File: src/rtl/prmw_pkg.sv
package prmw_pkg;
  typedef enum logic [2:0] {
    ST_IDLE, ST_RD, ST_CAP, ST_CHK, ST_MRG, ST_GEN, ST_WB, ST_WR
  } prmw_st_e;
endpackage

File: src/rtl/prmw_pgen.sv
module prmw_pgen #(
  parameter int NB = 8
) (
  input  logic [NB*8-1:0] d,
  output logic [NB-1:0]   p
);
  for (genvar i = 0; i < NB; i++) begin : g_byte
    assign p[i] = ^d[8*i +: 8];
  end
endmodule

File: src/rtl/prmw_merge.sv
module prmw_merge #(
  parameter int NB = 8
) (
  input  logic [NB*8-1:0] old_d,
  input  logic [NB*8-1:0] new_d,
  input  logic [NB-1:0]   be,
  output logic [NB*8-1:0] out_d
);
  for (genvar i = 0; i < NB; i++) begin : g_byte
    assign out_d[8*i +: 8] = be[i] ? new_d[8*i +: 8] : old_d[8*i +: 8];
  end
endmodule

File: src/rtl/prmw_fsm.sv
module prmw_fsm
  import prmw_pkg::*;
(
  input  logic     clk,
  input  logic     rst_n,
  input  logic     start_part,
  output prmw_st_e state
);
  prmw_st_e st_q, st_d;

  always_comb begin
    st_d = st_q;
    case (st_q)
      ST_IDLE: if (start_part) st_d = ST_RD;
      ST_RD:   st_d = ST_CAP;
      ST_CAP:  st_d = ST_CHK;
      ST_CHK:  st_d = ST_MRG;
      ST_MRG:  st_d = ST_GEN;
      ST_GEN:  st_d = ST_WB;
      ST_WB:   st_d = ST_WR;
      ST_WR:   st_d = start_part ? ST_RD : ST_IDLE;
      default: st_d = ST_IDLE;
    endcase
  end

  always_ff @(posedge clk or negedge rst_n) begin
    if (!rst_n) st_q <= ST_IDLE;
    else        st_q <= st_d;
  end

  assign state = st_q;


  start_busy_chk: assert property (@(posedge clk) disable iff (!rst_n)
    start_part |=> (st_q == ST_RD));
endmodule

File: src/rtl/prmw_ctrl.sv
module prmw_ctrl
  import prmw_pkg::*;
#(
  parameter int AW  = 10,
  parameter int PHW = 4
) (
  input  logic          clk,
  input  logic          rst_n,
  input  logic          req_valid,
  output logic          req_ready,
  input  logic [AW-1:0] req_addr,
  input  logic [63:0]   req_data,
  input  logic [7:0]    req_be,
  input  logic [PHW-1:0] page_hold,
  input  logic          clr_err,
  output logic          mem_en,
  output logic          mem_we,
  output logic [AW-1:0] mem_addr,
  output logic [63:0]   mem_wdata,
  output logic [7:0]    mem_wpar,
  input  logic [63:0]   mem_rdata,
  input  logic [7:0]    mem_rpar,
  output logic          page_keep,
  output logic          mem_close,
  output logic          par_err
);
  localparam int NB = 8;
  localparam int DW = NB * 8;

  prmw_st_e st;
  logic accept, is_full, start_part;

  assign req_ready  = (st == ST_IDLE) || (st == ST_WR);
  assign accept     = req_valid && req_ready;
  assign is_full    = &req_be;
  assign start_part = accept && !is_full;

  prmw_fsm u_fsm (.clk(clk), .rst_n(rst_n), .start_part(start_part), .state(st));

  // request hold registers
  logic [AW-1:0] h_addr;
  logic [DW-1:0] h_data;
  logic [NB-1:0] h_be;
  logic          h_keep;
  logic          hold_en;
  assign hold_en = start_part;

  always_ff @(posedge clk or negedge rst_n) begin
    if (!rst_n) begin
      h_addr <= '0;
      h_data <= '0;
      h_be   <= '0;
      h_keep <= 1'b0;
    end else if (hold_en) begin
      h_addr <= req_addr;
      h_data <= req_data;
      h_be   <= req_be;
      h_keep <= (page_hold != '0);
    end
  end

  // read capture
  logic [DW-1:0] rd_d;
  logic [NB-1:0] rd_p;
  logic          cap_en;
  assign cap_en = (st == ST_CAP);

  always_ff @(posedge clk or negedge rst_n) begin
    if (!rst_n) begin
      rd_d <= '0;
      rd_p <= '0;
    end else if (cap_en) begin
      rd_d <= mem_rdata;
      rd_p <= mem_rpar;
    end
  end

  // parity check
  logic [NB-1:0] rd_pcalc;
  prmw_pgen #(.NB(NB)) u_pchk (.d(rd_d), .p(rd_pcalc));

  logic err_set, err_d, err_q;
  assign err_set = (st == ST_CHK) && (rd_pcalc != rd_p);

  always_comb begin
    err_d = err_q;
    if (err_set)      err_d = 1'b1;
    else if (clr_err) err_d = 1'b0;
  end

  always_ff @(posedge clk or negedge rst_n) begin
    if (!rst_n) err_q <= 1'b0;
    else        err_q <= err_d;
  end
  assign par_err = err_q;

  // merge and parity regeneration
  logic [DW-1:0] mrg_w, mrg_q;
  logic [NB-1:0] mrg_pw, par_q;
  logic          mrg_en, gen_en;
  assign mrg_en = (st == ST_MRG);
  assign gen_en = (st == ST_GEN);

  prmw_merge #(.NB(NB)) u_merge (.old_d(rd_d), .new_d(h_data), .be(h_be), .out_d(mrg_w));
  prmw_pgen  #(.NB(NB)) u_pmrg  (.d(mrg_q), .p(mrg_pw));

  always_ff @(posedge clk or negedge rst_n) begin
    if (!rst_n)      mrg_q <= '0;
    else if (mrg_en) mrg_q <= mrg_w;
  end

  always_ff @(posedge clk or negedge rst_n) begin
    if (!rst_n)      par_q <= '0;
    else if (gen_en) par_q <= mrg_pw;
  end

  // memory command stage
  logic [NB-1:0] req_p;
  prmw_pgen #(.NB(NB)) u_preq (.d(req_data), .p(req_p));

  logic          en_d, we_d;
  logic [AW-1:0] addr_d;
  logic [DW-1:0] wd_d;
  logic [NB-1:0] wp_d;

  always_comb begin
    en_d   = 1'b0;
    we_d   = 1'b0;
    addr_d = mem_addr;
    wd_d   = mem_wdata;
    wp_d   = mem_wpar;
    if (accept && is_full) begin
      en_d = 1'b1; we_d = 1'b1;
      addr_d = req_addr; wd_d = req_data; wp_d = req_p;
    end else if (start_part) begin
      en_d = 1'b1;
      addr_d = req_addr;
    end else if (st == ST_WB) begin
      en_d = 1'b1; we_d = 1'b1;
      addr_d = h_addr; wd_d = mrg_q; wp_d = par_q;
    end
  end

  always_ff @(posedge clk or negedge rst_n) begin
    if (!rst_n) begin
      mem_en    <= 1'b0;
      mem_we    <= 1'b0;
      mem_addr  <= '0;
      mem_wdata <= '0;
      mem_wpar  <= '0;
    end else begin
      mem_en    <= en_d;
      mem_we    <= we_d;
      mem_addr  <= addr_d;
      mem_wdata <= wd_d;
      mem_wpar  <= wp_d;
    end
  end

  // page handling
  logic in_rmw;
  assign in_rmw    = (st != ST_IDLE);
  assign page_keep = in_rmw && h_keep;
  assign mem_close = (st == ST_MRG) && !h_keep;


  full_lat_chk: assert property (@(posedge clk) disable iff (!rst_n)
    (accept && is_full) |=> (mem_en && mem_we));

  rd_to_wr_chk: assert property (@(posedge clk) disable iff (!rst_n)
    (mem_en && !mem_we) |-> ##6 (mem_en && mem_we));

  wpar_even_chk: assert property (@(posedge clk) disable iff (!rst_n)
    (mem_en && mem_we) |-> (mem_wpar == {^mem_wdata[63:56], ^mem_wdata[55:48],
      ^mem_wdata[47:40], ^mem_wdata[39:32], ^mem_wdata[31:24], ^mem_wdata[23:16],
      ^mem_wdata[15:8], ^mem_wdata[7:0]}));

  err_sticky_chk: assert property (@(posedge clk) disable iff (!rst_n)
    (par_err && !clr_err) |=> par_err);

  page_excl_chk: assert property (@(posedge clk) disable iff (!rst_n)
    $onehot0({page_keep, mem_close}));

  busy_ready_chk: assert property (@(posedge clk) disable iff (!rst_n)
    start_part |=> !req_ready);
endmodule

File: config.mk
export PLATFORM = sky130hd
export DESIGN_NAME = prmw_ctrl
export DESIGN_NICKNAME = d
export VERILOG_FILES = /design/src/rtl/prmw_pkg.sv /design/src/rtl/prmw_pgen.sv /design/src/rtl/prmw_merge.sv /design/src/rtl/prmw_fsm.sv /design/src/rtl/prmw_ctrl.sv
export SDC_FILE = /design/constraint.sdc
export NUM_CORES = 1
export LEC_CHECK = 0
export BUFFER_PORTS_ARGS = -buffer_cell sky130_fd_sc_hd__buf_4
export CORE_MARGIN = 2
export CORE_UTILIZATION = 45
export DETAILED_ROUTE_END_ITERATION = 8
export GPL_TIMING_DRIVEN = 0
export PLACE_DENSITY_LB_ADDON = 0.3
export SLEW_MARGIN = 20
export SYNTH_ARGS = -nofsm -noshare
export SYNTH_HDL_FRONTEND = slang
export SYNTH_HIERARCHICAL = 1
export SYNTH_SLANG_ARGS = --single-unit
File: constraint.sdc
create_clock -name clk -period 2.4 [get_ports clk]
set_clock_uncertainty 0.05 [all_clocks]
set_input_delay 0.48 -clock clk [delete_from_list [all_inputs] [get_ports clk]]
set_output_delay 0.48 -clock clk [all_outputs]
set_load 0.01 [all_outputs]
==> qor.csv, run 1 <==
metric,value,unit
fin area,18800,µm²
number of I/O port buffers,249,
Die X-Extent,187,µm
Total GRT Usage,21.3,%
final design utilization,57.6,%
Nets,1576,
syn_area_per_cell,13.5,µm²
crit path time final,2.40,ns
crit path max fanout,10,
layout cell share with drive strength beyond 1,45.3,%
Peak VDD IR,0.000727,V
via/cell ratio,5.11,
clock-pin slew on the worst setup and hold paths,0.06,ns
yosys warns,6,
Final setup viols,1,
worst slew pin tran,0.836,ns
cell area after placement,17500,µm²
Slew headroom,44.3,%
kind of end point of the critical path,primary output,
outcome,"finished, violations left",
Max Cap Viol,0,
Global Route met2 Usage,34.8,%
"Arr. time, crit path",1.87,ns
first-pass GRT wire length,58100,µm
Final Hold Viols,0,
starting density of the core,45.9,%
Gate Count Post-Synth,1117,
# rows,66,
met1 GRT Util,29.2,%
clk_lat worst skew,0.50,ns
"FF+latch count, synth",315,
Most used DFF post-synth,dfrtp_1,
Clock Tree Root,clkbuf_16,
Longest Clk Path Bufs,3,
sequential element share of the synthesized area,52.5,%
pin count of the biggest net entering global routing,100,
vias in the first global route,10139,
"EDFF count, synth",0,
Yosys top cell area share,52.5,%
area grow syn2layout,25.4,%
grt peak-use layer,met2,
DR WL/cell,19.9,µm
CP startpoint kind,register,
global placer's final weighted congestion,0.801,
fin crit share,100,%
"area leader, netlist",dfrtp_1,
die height,187,µm
H-Tree Depth,2,
vias after detailed routing,9583,
Crit Path Class,register to primary output,
fmax,0.416,GHz
Crit path required time,1.87,ns
M3 GR Usage,3.71,%
Remaining DRCs,0,
failing checks,negative setup slack,
Pleak,8.62,nW
Final Routed Wirelength,37300,µm
TritonCTS clock tree,built,
RSZ-0062 raised after global routing,true,
FILL cells,2756,
detailed placement HPWL,26700,µm
Pre-Repair DR Iteration Count,4,
Antenna Nets Post-Route,0,
TritonCTS Sinks,315,
synth cell count leaders,"315 x dfrtp_1, 224 x mux2_2, 153 x xnor2_1, 76 x nand2_1, 72 x mux2i_1",
"count leader, synth",dfrtp_1,
CTS buffer count,36,
PnR worst setup slack,-0.00277,ns
die area,34900,µm²
"Net Count, Synth",1279,
Syn Std Cell Area,15000,µm²
initial antenna violation count,1,
initial drt markers,406,
count of pins over their slew limit,0,
top post-synthesis cells by area,"dfrtp_1 52%, mux2_2 17%, xnor2_1 8.9%",
Unique masters post-synth,36,
class of the worst hold path,input pin to register,
Core Box Area,32700,µm²
I/O pin cnt,250,
grt total ovfl,0,
fraction of registers with async set/reset,100,%
pwr/cell area,1580,nW/µm²
[critical path, stage by stage (launching register included)]
cell and delay (ns):
dfrtp_1 0.38, buf_4 0.18, nor3b_4 0.20, clkbuf_8 0.18, clkbuf_16 0.16, nor2b_4 0.16
buf_6 0.11
[cell families after synthesis]
family                 synth area share [%]
buffers and inverters                  2.35
AND/OR/NAND/NOR                        2.75
multiplexers                           28.0
AO/OA/AOI/OAI                          4.09
XOR/XNOR                               10.4
flip-flops                             52.5
[per-stage QoR]
step | hold WS (ns) | setup TNS, ns | std cells | power, mW | setup WS [ns]
2_1_floorplan | 0.134 | 0 | 1117 | 20.2 | 0.175
3_5_place_dp | 0.355 | -80.63 | 1811 | 24.6 | -0.733
3_3_place_gp | 0.413 | -750.65 | 1808 | 24.2 | -2.15
4_1_cts | 0.104 | -0.0744 | 1873 | 30.1 | -0.0744
6_report | 0.123 | -0.00277 | 1876 | 29.8 | -0.00277
5_1_grt | 0.104 | -0.0799 | 1875 | 31.7 | -0.0696
[metal layers]
| layer | vias up | wire length, µm |
|---|---|---|
| met5 | - | 0 |
| met4 | 0 | 884 |
| met3 | 54 | 1710 |
| met2 | 230 | 17600 |
| met1 | 4853 | 17100 |
| li1 | 4446 | - |
[where the power goes]
part	internal (mW)	switching (mW)	total, mW	leakage (nW)
Sequential	8.14	2.12	10.3	3.70
Combinational	8.30	5.98	14.3	4.37
Clock	3.21	2.06	5.27	0.553
Total	19.7	10.2	29.8	8.62
[worst paths after layout]
path | startpoint | endpoint | slack, ns | depth (start not counted)
max | u_fsm/state[0] | mem_close | -0.003 | 6
min | clr_err | par_err | 0.12 | 2
max reg2reg | u_fsm/state[2] | h_data[7] | 0.15 | 6
min reg2reg | mem_addr[2] | mem_addr[2] | 0.43 | 1
max in group asynchronous | rst_n | mrg_q[29] | 0.69 | 4
min in group asynchronous | rst_n | h_data[6] | 0.42 | 2
[cell type report]
| cell class | instances | area, µm² | share of cell area, % |
|---|---|---|---|
| diodes | 1 | 2.50 | 0.0133 |
| flip-flops and latches | 315 | 7880 | 41.8 |
| well taps | 442 | 553 | 2.94 |
| multi-input cells | 736 | 6810 | 36.1 |
| inverters | 5 | 18.8 | 0.0996 |
| repair buffers | 261 | 2030 | 10.8 |
| clock buffers | 56 | 1100 | 5.82 |
| plain buffers | 59 | 413 | 2.19 |
| clock inverters | 1 | 30.0 | 0.159 |
[layout by cell type, fill, tap and decap left out, types with 2 or more instances in the layout]
cell,count
mux2i_1,72
mux2_4,64
buf_16,3
buf_2,13
o22a_1,2
xnor2_1,153
nand4_1,4
nand3b_1,2
clkbuf_8,11
nand2_1,76
buf_4,257
xor2_1,25
clkbuf_2,13
o21ai_0,62
dfrtp_1,314
clkbuf_4,2
clkbuf_1,21
clkbuf_16,38
a21o_1,10
buf_6,16
a22o_1,10
mux2_2,224
o21ai_1,12
inv_1,5
nor2_1,3
[registers in the layout (all words and copies together) (netlist names), 10 cells and up]
name,flops
mem_addr,10
mrg_q,64
mem_wdata,64
rd_d,64
h_addr,10
h_data,64
[what timing repair did]
item | in CTS | in global routing
endpoints found under the setup margin | 265 | 62
buffers inserted | 6 | 2
pin swaps | 1 | 1
hold buffers | 1 | 0
gates cloned | 0 | 0
gates resized for setup | 33 | 11
endpoints found under the hold margin | 41 | 0
(Power assumes the default switching activity.)
==> run 2: changes to the inputs <==
==> constraint.sdc (replaced) <==
create_clock -name clk -period 2.83 [get_ports clk]
set_clock_uncertainty 0.05 [all_clocks]
set_input_delay 0.566 -clock clk [delete_from_list [all_inputs] [get_ports clk]]
set_output_delay 0.566 -clock clk [all_outputs]
set_load 0.01 [all_outputs]
==> run 2 against run 1 <==
The flow now finishes without violations; via count grew 0.15%; worst hold slack gained 0.091 ns; non-clock buffer count is the same; critical endpoint unchanged.
==> qor.csv, run 2 (same netlist as run 1, synthesis figures left out) <==
metric,value,unit,change
outcome,"finished, final reports clean",,
via/cell ratio,5.12,,+0.15%
most frequent cells in the layout,"315 x dfrtp_1, 261 x buf_4, 224 x mux2_2, 153 x xnor2_1, 76 x nand2_1",,
# rows,66,,unchanged
combinational share of power,47.7,%,-0.2 points
launching point of the worst reg2reg path,u_fsm/state[0],,
vias in the first global route,10151,,+0.12%
Final setup viols,0,,-1
number of I/O port buffers,249,,unchanged
Max Cap Viol,0,,unchanged
Final Routed Wirelength,37100,µm,-0.52%
initial drt markers,384,,-5.4%
class of the worst hold path,input pin to register,,
CTS buffer count,36,,unchanged
Final Hold Viols,0,,unchanged
Hold Path Depth,2,,unchanged
Remaining DRCs,0,,unchanged
clk_lat worst skew,0.50,ns,about the same
clock-pin slew on the worst setup and hold paths,0.05,ns,about the same
Total GRT Usage,21.2,%,-0.094 points
switching share of power,34.1,%,about the same
Nets,1576,,unchanged
vias after detailed routing,9597,,+0.15%
crit path max fanout,10,,unchanged
P_int,16.6,mW,-16%
FILL cells,2754,,-0.073%
Antenna Nets Post-Route,0,,unchanged
initial antenna violation count,1,,unchanged
worst min-delay path endpoint,par_err,,
fin crit share,91.9,%,
DR WL/cell,19.8,µm,-0.52%
Pleak,8.56,nW,-0.76%
Core Box Area,32700,µm²,unchanged
total power,25.2,mW,-16%
Seq. cell area,7880,µm²,about the same
R2R setup slack,0.31,ns,+0.16 ns
Clock Tree Root,clkbuf_16,,
count of pins over their slew limit,0,,unchanged
die area,34900,µm²,unchanged
Pre-Repair DR Iteration Count,5,,+1
"Arr. time, crit path",1.98,ns,+0.11 ns
Crit path required time,2.21,ns,+0.34 ns
die height,187,µm,unchanged
TritonCTS Sinks,315,,unchanged
Hold Path Origin,clr_err,,
kind of end point of the critical path,primary output,,
reg2reg path depth,7,,+1
crit path time final,2.60,ns,
NetSw,8.59,mW,-15%
pin count of the biggest net entering global routing,100,,unchanged
"most common cell after layout, fill and taps aside",dfrtp_1,,
Slew headroom,38.6,%,-5.6 points
Crit Path Class,register to primary output,,
RSZ-0062 raised after global routing,false,,
area grow syn2layout,24.7,%,
Longest Clk Path Bufs,3,,unchanged
RR Endpoint,mem_wdata[13],,
Die X-Extent,187,µm,unchanged
starting density of the core,45.9,%,unchanged
fmax,0.385,GHz,
grt total ovfl,0,,unchanged
H-Tree Depth,2,,unchanged
CP startpoint kind,register,,
first-pass GRT wire length,57900,µm,-0.34%
worst hold margin,0.215,ns,+0.0911 ns
TNS Setup,0,ns,+0.00277 ns
pwr/cell area,1340,nW/µm²,-15%
area of the multi-input gates,6800,µm²,-0.20%
worst slew pin tran,0.920,ns,+0.0843 ns
global placer's final weighted congestion,0.801,,unchanged
sequential power share,34.5,%,about the same
Peak VDD IR,0.000618,V,-15%
detailed placement HPWL,26700,µm,unchanged
I/O pin cnt,250,,unchanged
TritonCTS clock tree,built,,
layout cell share with drive strength beyond 1,44.2,%,-1.0 points
Clock power frac,17.7,%,about the same
## run 2: timing repair
| action | 4_1_cts | 5_1_grt |
|---|---|---|
| hold buffers | 1 | 0 |
| hold endpoints to repair | 41 | 0 |
| pin swaps | 1 | 0 |
| gates resized for setup | 5 | 2 |
| buffers inserted | 4 | 3 |
| endpoints found under the setup margin | 17 | 17 |
## run 2: through the flow
| stage | setup WS, ns | area [µm²] | instances | utilization [%] |
|---|---|---|---|---|
| global route | 0.0860 | 18700 | 1875 | 57.3 |
| CTS | 0.0792 | 18700 | 1872 | 57.2 |
| detailed placement | -0.389 | 17500 | 1811 | 53.6 |
| global placement | -1.80 | 17400 | 1808 | 53.4 |
| floorplan | 0.519 | 15000 | 1117 | - |
| finish | 0.230 | 18700 | 1876 | 57.3 |
## run 2: worst max-delay path by stage
stage                               from            end  slack, ns
final                     u_fsm/state[2]      mem_close       0.23
after global routing      u_fsm/state[0]  mem_wdata[23]       0.09
after CTS                 u_fsm/state[2]      mem_close       0.08
after detailed placement  u_fsm/state[2]      mem_close      -0.39
after global placement             rst_n      mrg_q[34]      -1.80
after floorplan           u_fsm/state[1]      mem_close       0.52
## run 2: power by group through the flow
stage               Clock [mW]  Combinational (mW)  Sequential (mW)
global route              4.77                13.0             8.99
finish                    4.47                12.0             8.69
CTS                       4.59                12.2             8.70
detailed placement           0                12.1             8.77
floorplan                    0                8.63             8.52
global placement             0                11.8             8.67
## run 2: final cells by class
| type | instances | share of cell area (%) |
|---|---|---|
| well taps | 442 | 2.95 |
| multi-input cells | 736 | 36.3 |
| inverters | 5 | 0.100 |
| diodes | 1 | 0.0134 |
| repair buffers | 260 | 10.8 |
| clock buffers | 56 | 5.85 |
| plain buffers | 60 | 1.83 |
| clock inverters | 1 | 0.160 |
| flip-flops and latches | 315 | 42.1 |
## run 2: layer usage
metal	up-vias	GRT usage, %	share of wire, %
met1	4853	28.8	45
li1	4454	-	-
met2	232	34.5	47
met5	-	0	0
met3	58	3.87	4.8
met4	0	6.62	2.6
## run 2: critical path: stages (launching register included)
cell and delay [ns]:
dfrtp_1 0.40, buf_2 0.23, nor3b_2 0.29, clkbuf_8 0.21
nor2b_1 0.20, buf_4 0.16
